`src/rtl/cfg_enum_pkg.sv`:
```
package cfg_enum_pkg;

    localparam int CFG_DW     = 32;
    localparam int LINE_W     = 5;
    localparam int REGNO_W    = 6;

    typedef enum logic [2:0] {
        ST_IDLE,
        ST_RD_REQ,
        ST_RD_WAIT,
        ST_CMD_REQ,
        ST_CMD_WAIT,
        ST_BAR_REQ,
        ST_BAR_WAIT,
        ST_FINISH
    } seq_state_e;

    typedef struct packed {
        logic [CFG_DW-1:0] addr;
        logic              write;
        logic [CFG_DW-1:0] wdata;
    } cfg_access_t;

    // Type 0 address: one select bit, function number, register number, 00.
    function automatic logic [CFG_DW-1:0] type0_addr(
        input logic [LINE_W-1:0]  line,
        input logic [2:0]         func,
        input logic [REGNO_W-1:0] regno
    );
        logic [CFG_DW-1:0] a;
        a        = '0;
        a[line]  = 1'b1;
        a[10:8]  = func;
        a[7:2]   = regno;
        a[1:0]   = 2'b00;
        return a;
    endfunction

endpackage

```
`src/rtl/cfg_addr_gen.sv`:
```
module cfg_addr_gen
    import cfg_enum_pkg::*;
#(
    parameter int FUNC_NUM = 0
) (
    input  logic [LINE_W-1:0]  line,
    input  logic [REGNO_W-1:0] regno,
    output logic [CFG_DW-1:0]  addr
);
    localparam logic [2:0] FUNC_L = 3'(FUNC_NUM);

    always_comb begin
        addr = type0_addr(line, FUNC_L, regno);
    end
endmodule

```
`src/rtl/cfg_line_ctr.sv`:
```
module cfg_line_ctr
    import cfg_enum_pkg::*;
#(
    parameter int FIRST_LINE = 11,
    parameter int LAST_LINE  = 31
) (
    input  logic              clk,
    input  logic              rst,
    input  logic              load,
    input  logic              adv,
    output logic [LINE_W-1:0] line,
    output logic              at_last
);
    localparam logic [LINE_W-1:0] FIRST_L = LINE_W'(FIRST_LINE);
    localparam logic [LINE_W-1:0] LAST_L  = LINE_W'(LAST_LINE);

    always_ff @(posedge clk) begin
        if (rst) begin
            line <= FIRST_L;
        end else if (load) begin
            line <= FIRST_L;
        end else if (adv && (line != LAST_L)) begin
            line <= line + 1'b1;
        end
    end

    assign at_last = (line == LAST_L);
endmodule

```
`src/rtl/cfg_enum_seq.sv`:
```
module cfg_enum_seq
    import cfg_enum_pkg::*;
#(
    parameter int          FIRST_LINE = 11,
    parameter int          LAST_LINE  = 31,
    parameter int          FUNC_NUM   = 0,
    parameter int          ID_REG     = 0,
    parameter int          CMD_REG    = 1,
    parameter int          BAR_REG    = 4,
    parameter logic [31:0] CMD_ENABLE = 32'h0000_0001
) (
    input  logic        clk,
    input  logic        rst,
    input  logic        start,
    input  logic [31:0] target_id,
    input  logic [31:0] io_base,
    output logic        acc_req,
    output logic [31:0] acc_addr,
    output logic        acc_write,
    output logic [31:0] acc_wdata,
    input  logic        acc_done,
    input  logic [31:0] acc_rdata,
    output logic        busy,
    output logic        done,
    output logic        found,
    output logic [4:0]  match_line
);
    localparam logic [REGNO_W-1:0] ID_REG_L  = REGNO_W'(ID_REG);
    localparam logic [REGNO_W-1:0] CMD_REG_L = REGNO_W'(CMD_REG);
    localparam logic [REGNO_W-1:0] BAR_REG_L = REGNO_W'(BAR_REG);

    seq_state_e          state_q, state_d;
    logic [CFG_DW-1:0]   tgt_q, base_q;
    logic                found_q;
    logic [LINE_W-1:0]   match_q;
    logic [LINE_W-1:0]   scan_line;
    logic                scan_last;
    logic                accept, hit, scan_adv;
    logic [LINE_W-1:0]   sel_line;
    logic [REGNO_W-1:0]  sel_reg;
    cfg_access_t         acc;

    assign accept   = (state_q == ST_IDLE) && start;
    assign hit      = (acc_rdata == tgt_q) && (acc_rdata != '0);
    assign scan_adv = (state_q == ST_RD_WAIT) && acc_done && !hit;

    cfg_line_ctr #(
        .FIRST_LINE (FIRST_LINE),
        .LAST_LINE  (LAST_LINE)
    ) i_line_ctr (
        .clk     (clk),
        .rst     (rst),
        .load    (accept),
        .adv     (scan_adv),
        .line    (scan_line),
        .at_last (scan_last)
    );

    // Next-state logic
    always_comb begin
        state_d = state_q;
        unique case (state_q)
            ST_IDLE:     if (start) state_d = ST_RD_REQ;
            ST_RD_REQ:   state_d = ST_RD_WAIT;
            ST_RD_WAIT:  if (acc_done) begin
                             if (hit)            state_d = ST_CMD_REQ;
                             else if (scan_last) state_d = ST_FINISH;
                             else                state_d = ST_RD_REQ;
                         end
            ST_CMD_REQ:  state_d = ST_CMD_WAIT;
            ST_CMD_WAIT: if (acc_done) state_d = ST_BAR_REQ;
            ST_BAR_REQ:  state_d = ST_BAR_WAIT;
            ST_BAR_WAIT: if (acc_done) state_d = ST_FINISH;
            ST_FINISH:   state_d = ST_IDLE;
            default:     state_d = ST_IDLE;
        endcase
    end

    always_ff @(posedge clk) begin
        if (rst) begin
            state_q <= ST_IDLE;
            tgt_q   <= '0;
            base_q  <= '0;
            found_q <= 1'b0;
            match_q <= '0;
        end else begin
            state_q <= state_d;
            if (accept) begin
                tgt_q   <= target_id;
                base_q  <= io_base;
                found_q <= 1'b0;
                match_q <= '0;
            end else if ((state_q == ST_RD_WAIT) && acc_done && hit) begin
                found_q <= 1'b1;
                match_q <= scan_line;
            end
        end
    end

    // Access selection: which line and register the current step targets
    always_comb begin
        sel_line = scan_line;
        sel_reg  = ID_REG_L;
        unique case (state_q)
            ST_CMD_REQ, ST_CMD_WAIT: begin
                sel_line = match_q;
                sel_reg  = CMD_REG_L;
            end
            ST_BAR_REQ, ST_BAR_WAIT: begin
                sel_line = match_q;
                sel_reg  = BAR_REG_L;
            end
            default: begin
                sel_line = scan_line;
                sel_reg  = ID_REG_L;
            end
        endcase
    end

    cfg_addr_gen #(
        .FUNC_NUM (FUNC_NUM)
    ) i_addr_gen (
        .line  (sel_line),
        .regno (sel_reg),
        .addr  (acc.addr)
    );

    always_comb begin
        acc.write = (state_q == ST_CMD_REQ) || (state_q == ST_CMD_WAIT) ||
                    (state_q == ST_BAR_REQ) || (state_q == ST_BAR_WAIT);
        if ((state_q == ST_CMD_REQ) || (state_q == ST_CMD_WAIT))
            acc.wdata = CMD_ENABLE;
        else if ((state_q == ST_BAR_REQ) || (state_q == ST_BAR_WAIT))
            acc.wdata = base_q;
        else
            acc.wdata = '0;
    end

    assign acc_req    = (state_q == ST_RD_REQ) || (state_q == ST_CMD_REQ) ||
                        (state_q == ST_BAR_REQ);
    assign acc_addr   = acc.addr;
    assign acc_write  = acc.write;
    assign acc_wdata  = acc.wdata;
    assign busy       = (state_q != ST_IDLE);
    assign done       = (state_q == ST_FINISH);
    assign found      = found_q;
    assign match_line = match_q;

endmodule

```
`config.mk`:
```
export PLATFORM = sky130hd
export DESIGN_NAME = cfg_enum_seq
export DESIGN_NICKNAME = d
export VERILOG_FILES = /design/src/rtl/cfg_enum_pkg.sv /design/src/rtl/cfg_addr_gen.sv /design/src/rtl/cfg_line_ctr.sv /design/src/rtl/cfg_enum_seq.sv
export SDC_FILE = /design/constraint.sdc
export NUM_CORES = 1
export LEC_CHECK = 0
export CAP_MARGIN = 20
export CELL_PAD_IN_SITES_DETAIL_PLACEMENT = 1
export CELL_PAD_IN_SITES_GLOBAL_PLACEMENT = 2
export CORE_MARGIN = 4
export CORE_UTILIZATION = 23
export CTS_BUF_LIST = sky130_fd_sc_hd__clkbuf_8
export CTS_CLUSTER_SIZE = 20
export DETAILED_ROUTE_END_ITERATION = 16
export PLACE_DENSITY_LB_ADDON = 0.12
export RECOVER_POWER = 50
export REMOVE_ABC_BUFFERS = 1
export SYNTH_ARGS = -nofsm -noshare
export SYNTH_HDL_FRONTEND = slang
export SYNTH_SLANG_ARGS = --single-unit
```
`constraint.sdc`:
```
create_clock -name clk -period 1.94 [get_ports clk]
set_input_delay 0.388 -clock clk [delete_from_list [all_inputs] [get_ports clk]]
set_output_delay 0.388 -clock clk [all_outputs]
set_load 0.02 [all_outputs]
```
# After elaboration in Yosys (flattened, before gate mapping)
# Index checks and enable logic that the tools add are counted.
[word_totals]
regBits = 78
out_inout_bits = 74
[classes]
order_cmp = 2
n_mux = 13
n_reduce_logical = 22
eq_ne = 14
addsub = 1
[ops]
columns = ["op", "count"]
rows = [
  ["$mux 32", 2],
  ["$eq 32x32->1", 1],
  ["$reduce_bool 32->1", 1],
  ["$pmux 3 s8", 1],
  ["$mux 3", 6],
  ["$eq 3x3->1 const B", 4],
  ["$ne 2x2->1 const B", 4],
  ["$logic_and 1x1->1", 7],
  ["$eq 3x2->1 const B", 2],
  ["$logic_or 1x1->1", 6],
  ["$lt 5x6->1 const B", 1],
  ["$pmux 3 s2", 1],
  ["$reduce_or 2->1", 3],
  ["$add 5x1->5 const B", 1],
  ["$demux 1 s5", 1],
  ["$eq 5x5->1 const B", 1],
  ["$ge 5x1->1 const B", 1],
  ["$mux 5", 1],
  ["$ne 5x5->1 const B", 1],
  ["$reduce_and 4->1", 1],
  ["$reduce_or 4->1", 1],
  ["$eq 3x1->1 const B", 1],
  ["$logic_not 3->1", 1],
  ["$reduce_bool 3->1", 1],
  ["other kinds (2)", 2],
]

# Longest topological paths before layout
# Gate-level depths: netlist (run 1).
[depth]
word_depth = 7
depth_mapped = 8

# Hierarchy
# A second synthesis (run 1) with hierarchy kept.
[hier_totals]
cells_unflattened = 506
hier_area_um2 = 3928.8
[modules_own_cells]
columns = ["module", "area_each_um2", "cells_per_inst", "seq_area_each_um2", "n_inst"]
rows = [
  ["cfg_enum_seq", 3433.3, 441, 1461.4, 1],
  ["cfg_line_ctr", 255.2, 24, 100.1, 1],
  ["cfg_addr_gen", 240.2, 41, 0.0, 1],
]

# Worst setup path before layout (run 1)
# OpenSTA, ideal clock, no wires.
[synth_timing]
path_kind = "register to output"
startpoint = "register state_q[0]"
endpoint = "output acc_addr[21]"
t_arrival_ps = 1630
slack_ps = -78
n_path_buf = 1
required_ps = 1552
path_stages_with_launch = 7
path_cell_list = "dfxtp_1 > nand2_1 > xor2_2 > buf_2 > a31oi_1 > or2_1 > nor2_1"
[synth_between]
elab_chain_cells = 7
elab_cells_between_ends = 11
classes_between = "2 x order compare; 4 x eq/ne; 3 x mux; 2 x reduce/logical"
[synth_rtl]
columns = ["item", "line_no", "source"]
rows = [
  ["start: declaration", "cfg_enum_seq.sv:32", "seq_state_e state_q, state_d;"],
  ["start signal: assignment", "cfg_enum_seq.sv:87", "state_q <= state_d;"],
  ["$eq 3x2->1 or $eq 3x3->1 (tied branches)", "cfg_enum_seq.sv:104", "unique case (state_q)"],
  ["$reduce_or 4->1 (no source line) (*)", "--", ""],
  ["$mux 5 (*)", "cfg_enum_seq.sv:104", ""],
  ["$lt 5x6->1 (implied by the code) or $ge 5x1->1 (tied branches)", "cfg_enum_pkg.sv:32", "a[line] = 1'b1;"],
  ["$logic_and 1x1->1 (implied by the code)", "cfg_enum_pkg.sv:32", ""],
  ["$mux 1 (implied by the code)", "cfg_enum_pkg.sv:32", ""],
  ["$demux 1 s5 (*)", "--", ""],
  ["end: declaration", "cfg_enum_seq.sv:18", "output logic [31:0] acc_addr,"],
]
# Every way passes the cells marked *; elsewhere a longest branch is shown, timed or not.

# Worst setup path after layout (run 1)
[layout_timing]
startpoint = "register state_q[0]"
endpoint = "output acc_addr[25]"
# Same word-level chain as after synthesis.

==> metrics.txt, run 1 <==
n_diodes=0; Yosys cell types=40; vias in the first global route=4573; Final Max Tran Viols=0; count leader, synth=nand2_1; largest net degree at the start of global routing=52; Most Crowded Layer GR=met2; Die Wd=139 µm; top post-synthesis cells by area=dfxtp_1, nand2_1, a21oi_1; met3 GRT Util=5.10%; I/O pin total=174; Sink Count=78; family with the most delay on the worst path=buffers and inverters; Cell Rows=47; CP endpoint kind=output pin; Final min period=roughly 2.3 ns; core area=about 17000 µm²; post-synthesis sequential area ratio=39.5%; GPL Wtd Cong=about 0.74; GRT Total Usage=between 10% and 20%; Peak Freq=442 MHz; Worst Path Required=1.55 ns; Initial Utilization=23.7%; routed vias=between 4000 and 5000; Total Die Area=19300 µm²; CP max FO=6; drc violations=0; crit path kind=register to output pin; vias per cell=4.47; share of the synthesized area in the top cell type=just under 40%; Post-synth EDFFs=0; DIE HEIGHT=~140 µm; gr ovfl total=0; global-route wire length before repair=23.8 mm; Worst Hold Class=primary input to register; Max Cap Violations=0; CTS root buffer=clkbuf_8; worst-skew pair later-pin latency=0.37 ns; share of layout cells above drive strength 1=between 20% and 30%; initial antenna violation count=2; register bit count reported by yosys=78; setup ws final=-0.324 ns; Avg Cell Area, Syn=7.63 µm²; worst path bufs/invs=3; Final ANT Viol Nets=0; data arrival time of the critical path=1.88 ns; Final Hold Fails=0; fin nets=825; GR Util met1=17.8%; Peak VDD IR=about 0.35 mV; cell count after synthesis=518; initial DRC count=73; met2 usage=roughly 27%; RSZ-0062 raised after global routing=true; PortBufs=164; Placement Setup Slack=-0.678 ns; detailed placement HPWL=around 11 mm; failing checks=setup timing; post-synthesis cell area=3950 µm²; share of flip-flops with an asynchronous set or reset=0%; status=finished, violations left; final setup fails=55; top cell type by total area after synthesis=dfxtp_1; crit-path cells=nand2_2 > xor2_2 > buf_6 > clkbuf_16 > nor3b_4 > a31oi_4 > nor2_1 > buf_4; drt total wl=15.2 mm; H-tree Lvls=3; Ys Warns=0; PwrDens=roughly 670 nW/µm²; static leakage=between 2 and 3 nW; clock slew at reported path FFs=0.09 ns; Max Root-Sink Buffers=2; slowest stage cell on the critical path=dfxtp_2; Final period util=117%; clock buffer count from CTS=9; CTS tree=yes; Critical Path Max Stage Delay=~0.33 ns; final setup skew=0.0121 ns; most frequent cells after synthesis=nand2_1, dfxtp_1, a21oi_1; iteration count of the initial detailed-routing pass=4; drt wl/cell=16.0 µm; Primary FF master, synth=dfxtp_1; Pwr Total=4.54 mW; startpoint types=register; Area growth, synth to finish=72.6%
sequential cells by signal, summed over array words and instances, names as in the netlist:
name and flops:
base_q 32, tgt_q 32, i_line_ctr.line 5, match_line 5
state_q 3, found 1
metal layers:
metal	vias up	share of wire, %
met2	107	51
met1	1990	43
met3	14	5.6
met5	-	0.092
li1	2119	-
met4	4	0.90
final cells by class:
type	count	area, µm²
fill	1986	9880
sequential	78	1590
tap	220	275
clock buffer	12	165
clock inverter	4	68.8
multi-input combinational	399	2540
inverter	8	30.0
timing repair buffer	227	2150
through the flow:
step	cell area, µm²	hold slack, ns	std cells	TNS (ns)	util (%)
after floorplan	3780	0.426	485	-119.06	-
after global placement	6110	0.438	916	-23.30	36.6
after detailed placement	6110	0.444	916	-25.14	36.6
after CTS	6600	0.344	937	-15.13	39.5
after global routing	6820	0.353	948	-24.72	40.8
final	6820	0.369	948	-12.27	40.8
what timing repair did:
| item | in CTS | in global routing |
|---|---|---|
| setup endpoints to repair | 75 | 69 |
| pin swaps | 27 | 26 |
| hold buffers | 0 | 0 |
| endpoints found under the hold margin | 0 | 0 |
| gates resized for setup | 309 | 49 |
| gates cloned | 2 | 1 |
| buffers inserted | 4 | 11 |
cells in the final DEF (no fill, tap or decap), types with 7 or more instances in the layout:
| cell type | instances |
|---|---|
| clkbuf_8 | 12 |
| dlygate4sd2_1 | 29 |
| a21oi_1 | 64 |
| clkdlybuf4s15_2 | 32 |
| nor2_1 | 16 |
| nor2_2 | 7 |
| buf_4 | 61 |
| dfxtp_1 | 64 |
| and3_1 | 32 |
| clkdlybuf4s50_1 | 71 |
| buf_2 | 7 |
| xor2_1 | 30 |
| dfxtp_2 | 11 |
| nor4_2 | 9 |
| conb_1 | 9 |
| buf_6 | 14 |
| nand2_1 | 144 |
report_power, final:
group	switching, mW	internal [mW]
Clock	0.631	0.825
Sequential	0.0786	1.73
Combinational	0.697	0.582
final timing paths:
check	depth (start not counted)	from	end	slack [ns]
max	8	state_q[0]$_SDFFE_PP0P_	acc_addr[25]	-0.32
min	2	rst	base_q[4]$_SDFFE_PP0P_	0.37
max reg2reg	9	state_q[2]$_SDFFE_PP0P_	i_line_ctr.line[2]$_SDFFE_PP0P_	-0.13
min reg2reg	2	base_q[12]$_SDFFE_PP0P_	base_q[12]$_SDFFE_PP0P_	0.45
cells by family (layout without fill, tap and decap cells):
| logic type | Yosys count | after routing | share of synthesized area (%) |
|---|---|---|---|
| AO/OA/AOI/OAI | 86 | 86 | 11.9 |
| XOR/XNOR | 35 | 35 | 7.95 |
| adder cells (fa/ha/maj) | 2 | 2 | 0.633 |
| buffers and inverters | 49 | 251 | 5.79 |
| flip-flops | 78 | 78 | 39.5 |
| multiplexers | 7 | 7 | 1.77 |
| other | 1 | 9 | 0.0949 |
| AND/OR/NAND/NOR | 260 | 260 | 32.3 |
(Power assumes the default switching activity.)
==> run 2, diff against run 1 <==
Settings changed: REMOVE_ABC_BUFFERS 1 to default, SLEW_MARGIN from default to 10.
Clock period 1.94 ns to 2.3 ns, I/O delays scaled along.
==> run 2 against run 1 <==
Compared with the run above: the flow still finishes with violations (setup timing); final cell count fell by 2.8%; core utilization is 2.5 points lower; register-to-register slack improved by 0.32 ns; cell area down 6.2%; die area unchanged; first-iteration DRC count rose by 70%; non-clock buffer count decreased by 28; total power decreased by 19%; critical path depth stayed put; hold slack better by 0.086 ns; clock skew shrank 0.0047 ns; critical path type unchanged.
==> metrics.txt, run 2 (synthesis results as in run 1) <==
GPL Wtd Cong=0.761 (+2.5%); commonest non-fill, non-tap cells in the layout=nand2_1, clkdlybuf4s50_1, dfxtp_1; Post-CTS Hold Fix Bufs=0 (unchanged); clock slew at reported path FFs=0.08 ns (about the same); Max-slew headroom=41.5%; vias in the first global route=4450 (-2.7%); Peak VDD IR=0.257 mV (-27%); largest registers=base_q: 32 flops, tgt_q: 32 flops; Final Max Tran Viols=0 (unchanged); GRT Total Usage=15.1% (-0.15 points); setup ws final=-0.0799 ns (+0.244 ns); PortBufs=164 (unchanged); vias per cell=4.49 (+0.45%); initial antenna violation count=1 (-1); Post-DP Area=5910 µm² (-3.3%); drc violations=0 (unchanged); initial DRC count=124 (+70%); largest net degree at the start of global routing=42 (-19%); Max Root-Sink Buffers=2 (unchanged); Sink Count=78 (unchanged); Final Hold Fails=0 (unchanged); routed wl met3=641 µm (-25%); static leakage=2.65 nW (-7.5%); CTS tree=yes; Cell Rows=47 (unchanged); global-route wire length before repair=23.5 mm (-1.1%); PwrDens=578 nW/µm² (-13%); core area=16700 µm² (unchanged); Worst Path Required=1.84 ns (+0.29 ns); final instance area=6400 µm² (-6.2%); share of layout cells above drive strength 1=23.1% (-6.8 points); final setup fails=18 (-67%); wire length on met2=7.46 mm (-3.2%); DIE HEIGHT=139 µm (unchanged); CTS root buffer=clkbuf_8; fin nets=797 (-3.4%); worst-skew pair later-pin latency=0.37 ns (about the same); clock buffer count from CTS=9 (unchanged); Final min period=2.38 ns; Pwr Total=3.70 mW (-19%); I/O pin total=174 (unchanged); Die Wd=139 µm (unchanged); final setup skew=0.00738 ns (-0.00467 ns); Area growth, synth to finish=61.9%; Peak Freq=420 MHz; commonest non-fill, non-tap cell in the layout=nand2_1; Post-Route M1 WL=6.35 mm (-2.2%); RSZ-0062 raised after global routing=true; data arrival time of the critical path=1.92 ns (+0.04 ns); failing checks=setup timing; H-tree Lvls=3 (unchanged); Worst Hold Class=register to register; iteration count of the initial detailed-routing pass=4 (unchanged); gr ovfl total=0 (unchanged); drt wl/cell=16.0 µm (about the same); CP max FO=6 (unchanged); detailed placement HPWL=11.3 mm (+4.0%); Total Die Area=19300 µm² (unchanged); startpoint types=register; status=finished, violations left; Final period util=103%; Max Used Layer=met4; actual slew at the worst max-slew pin=0.878 ns; drt total wl=14.8 mm (-2.9%); Final ANT Viol Nets=0 (unchanged); Max Cap Violations=0 (unchanged); routed vias=4132 (-2.4%); CP endpoint kind=output pin; Initial Utilization=23.7% (unchanged); crit path kind=register to output pin
[run 2: cell types whose count changed in the layout (fill, tap and decap cells not counted), moves of 10 or more]
cell,delta
buf_4,-30
clkbuf_2,+16
clkdlybuf4s15_2,-16
clkdlybuf4s50_1,+33
dfxtp_1,+10
dlygate4sd2_1,-24
[run 2: layer usage]
metal	track usage (%)	up-vias
met5	0	-
met4	5.41	0
met3	4.07	22
met2	25.8	106
met1	18.2	1937
li1	-	2067
[run 2: power by group]
part | switching (mW) | internal (mW) | leakage (nW) | total (mW)
Sequential | 0.0686 | 1.46 | 0.639 | 1.53
Combinational | 0.560 | 0.442 | 1.89 | 1.00
Clock | 0.527 | 0.639 | 0.114 | 1.17
Total | 1.16 | 2.54 | 2.65 | 3.70
[run 2: timing repair]
action | in CTS | in global routing
setup endpoints to repair | 59 | 57
pin swaps | 9 | 6
gates resized for setup | 210 | 75
buffers inserted | 6 | 3
cloned | 1 | 0
[run 2: cell type report]
| class | instances | area (µm²) |
|---|---|---|
| Fill cell | 1998 | 10300 |
| Multi-Input combinational cell | 399 | 2420 |
| Timing Repair Buffer | 199 | 1880 |
| Sequential cell | 78 | 1570 |
| Tap cell | 220 | 275 |
| Clock buffer | 10 | 138 |
| Clock inverter | 6 | 85.1 |
| Inverter | 8 | 30.0 |
| Antenna cell | 1 | 2.50 |
[run 2: final timing paths]
kind                                               from                 endpoint  slack [ns]  cells past startpoint
worst min register to register  base_q[14]$_SDFFE_PP0P_  base_q[14]$_SDFFE_PP0P_        0.46                      2
worst max-delay path            state_q[1]$_SDFFE_PP0P_             acc_addr[25]       -0.08                      8
worst max register to register  state_q[1]$_SDFFE_PP0P_   tgt_q[13]$_SDFFE_PP0P_        0.19                      6
worst min-delay path            base_q[14]$_SDFFE_PP0P_  base_q[14]$_SDFFE_PP0P_        0.46                      2
[run 2: per-stage QoR]
step                      worst slack, ns  util [%]  hold WS [ns]  std cells  setup TNS [ns]
after floorplan                     0.210         -         0.432        526               0
after global placement             -0.228      35.4         0.438        894           -5.57
after detailed placement           -0.288      35.4         0.446        894           -6.71
after CTS                          -0.140      37.4         0.459        917           -1.74
after global routing               -0.191      38.3         0.469        921           -3.89
final                             -0.0799      38.3         0.456        921          -0.771
[run 2: critical path: stages, from the launching register on]
cell and delay (ns):
dfxtp_2 0.33, nand2_2 0.09, xor2_2 0.17, buf_6 0.16, buf_4 0.12, a31oi_2 0.10
or2_4 0.29, nor2_1 0.12, buf_4 0.15
==> run 3, diff against run 2 <==
Settings changed: SLEW_MARGIN 10 to 25.
==> results of run 3 <==
Final layout, timing and power as in run 2 (identical DEF).
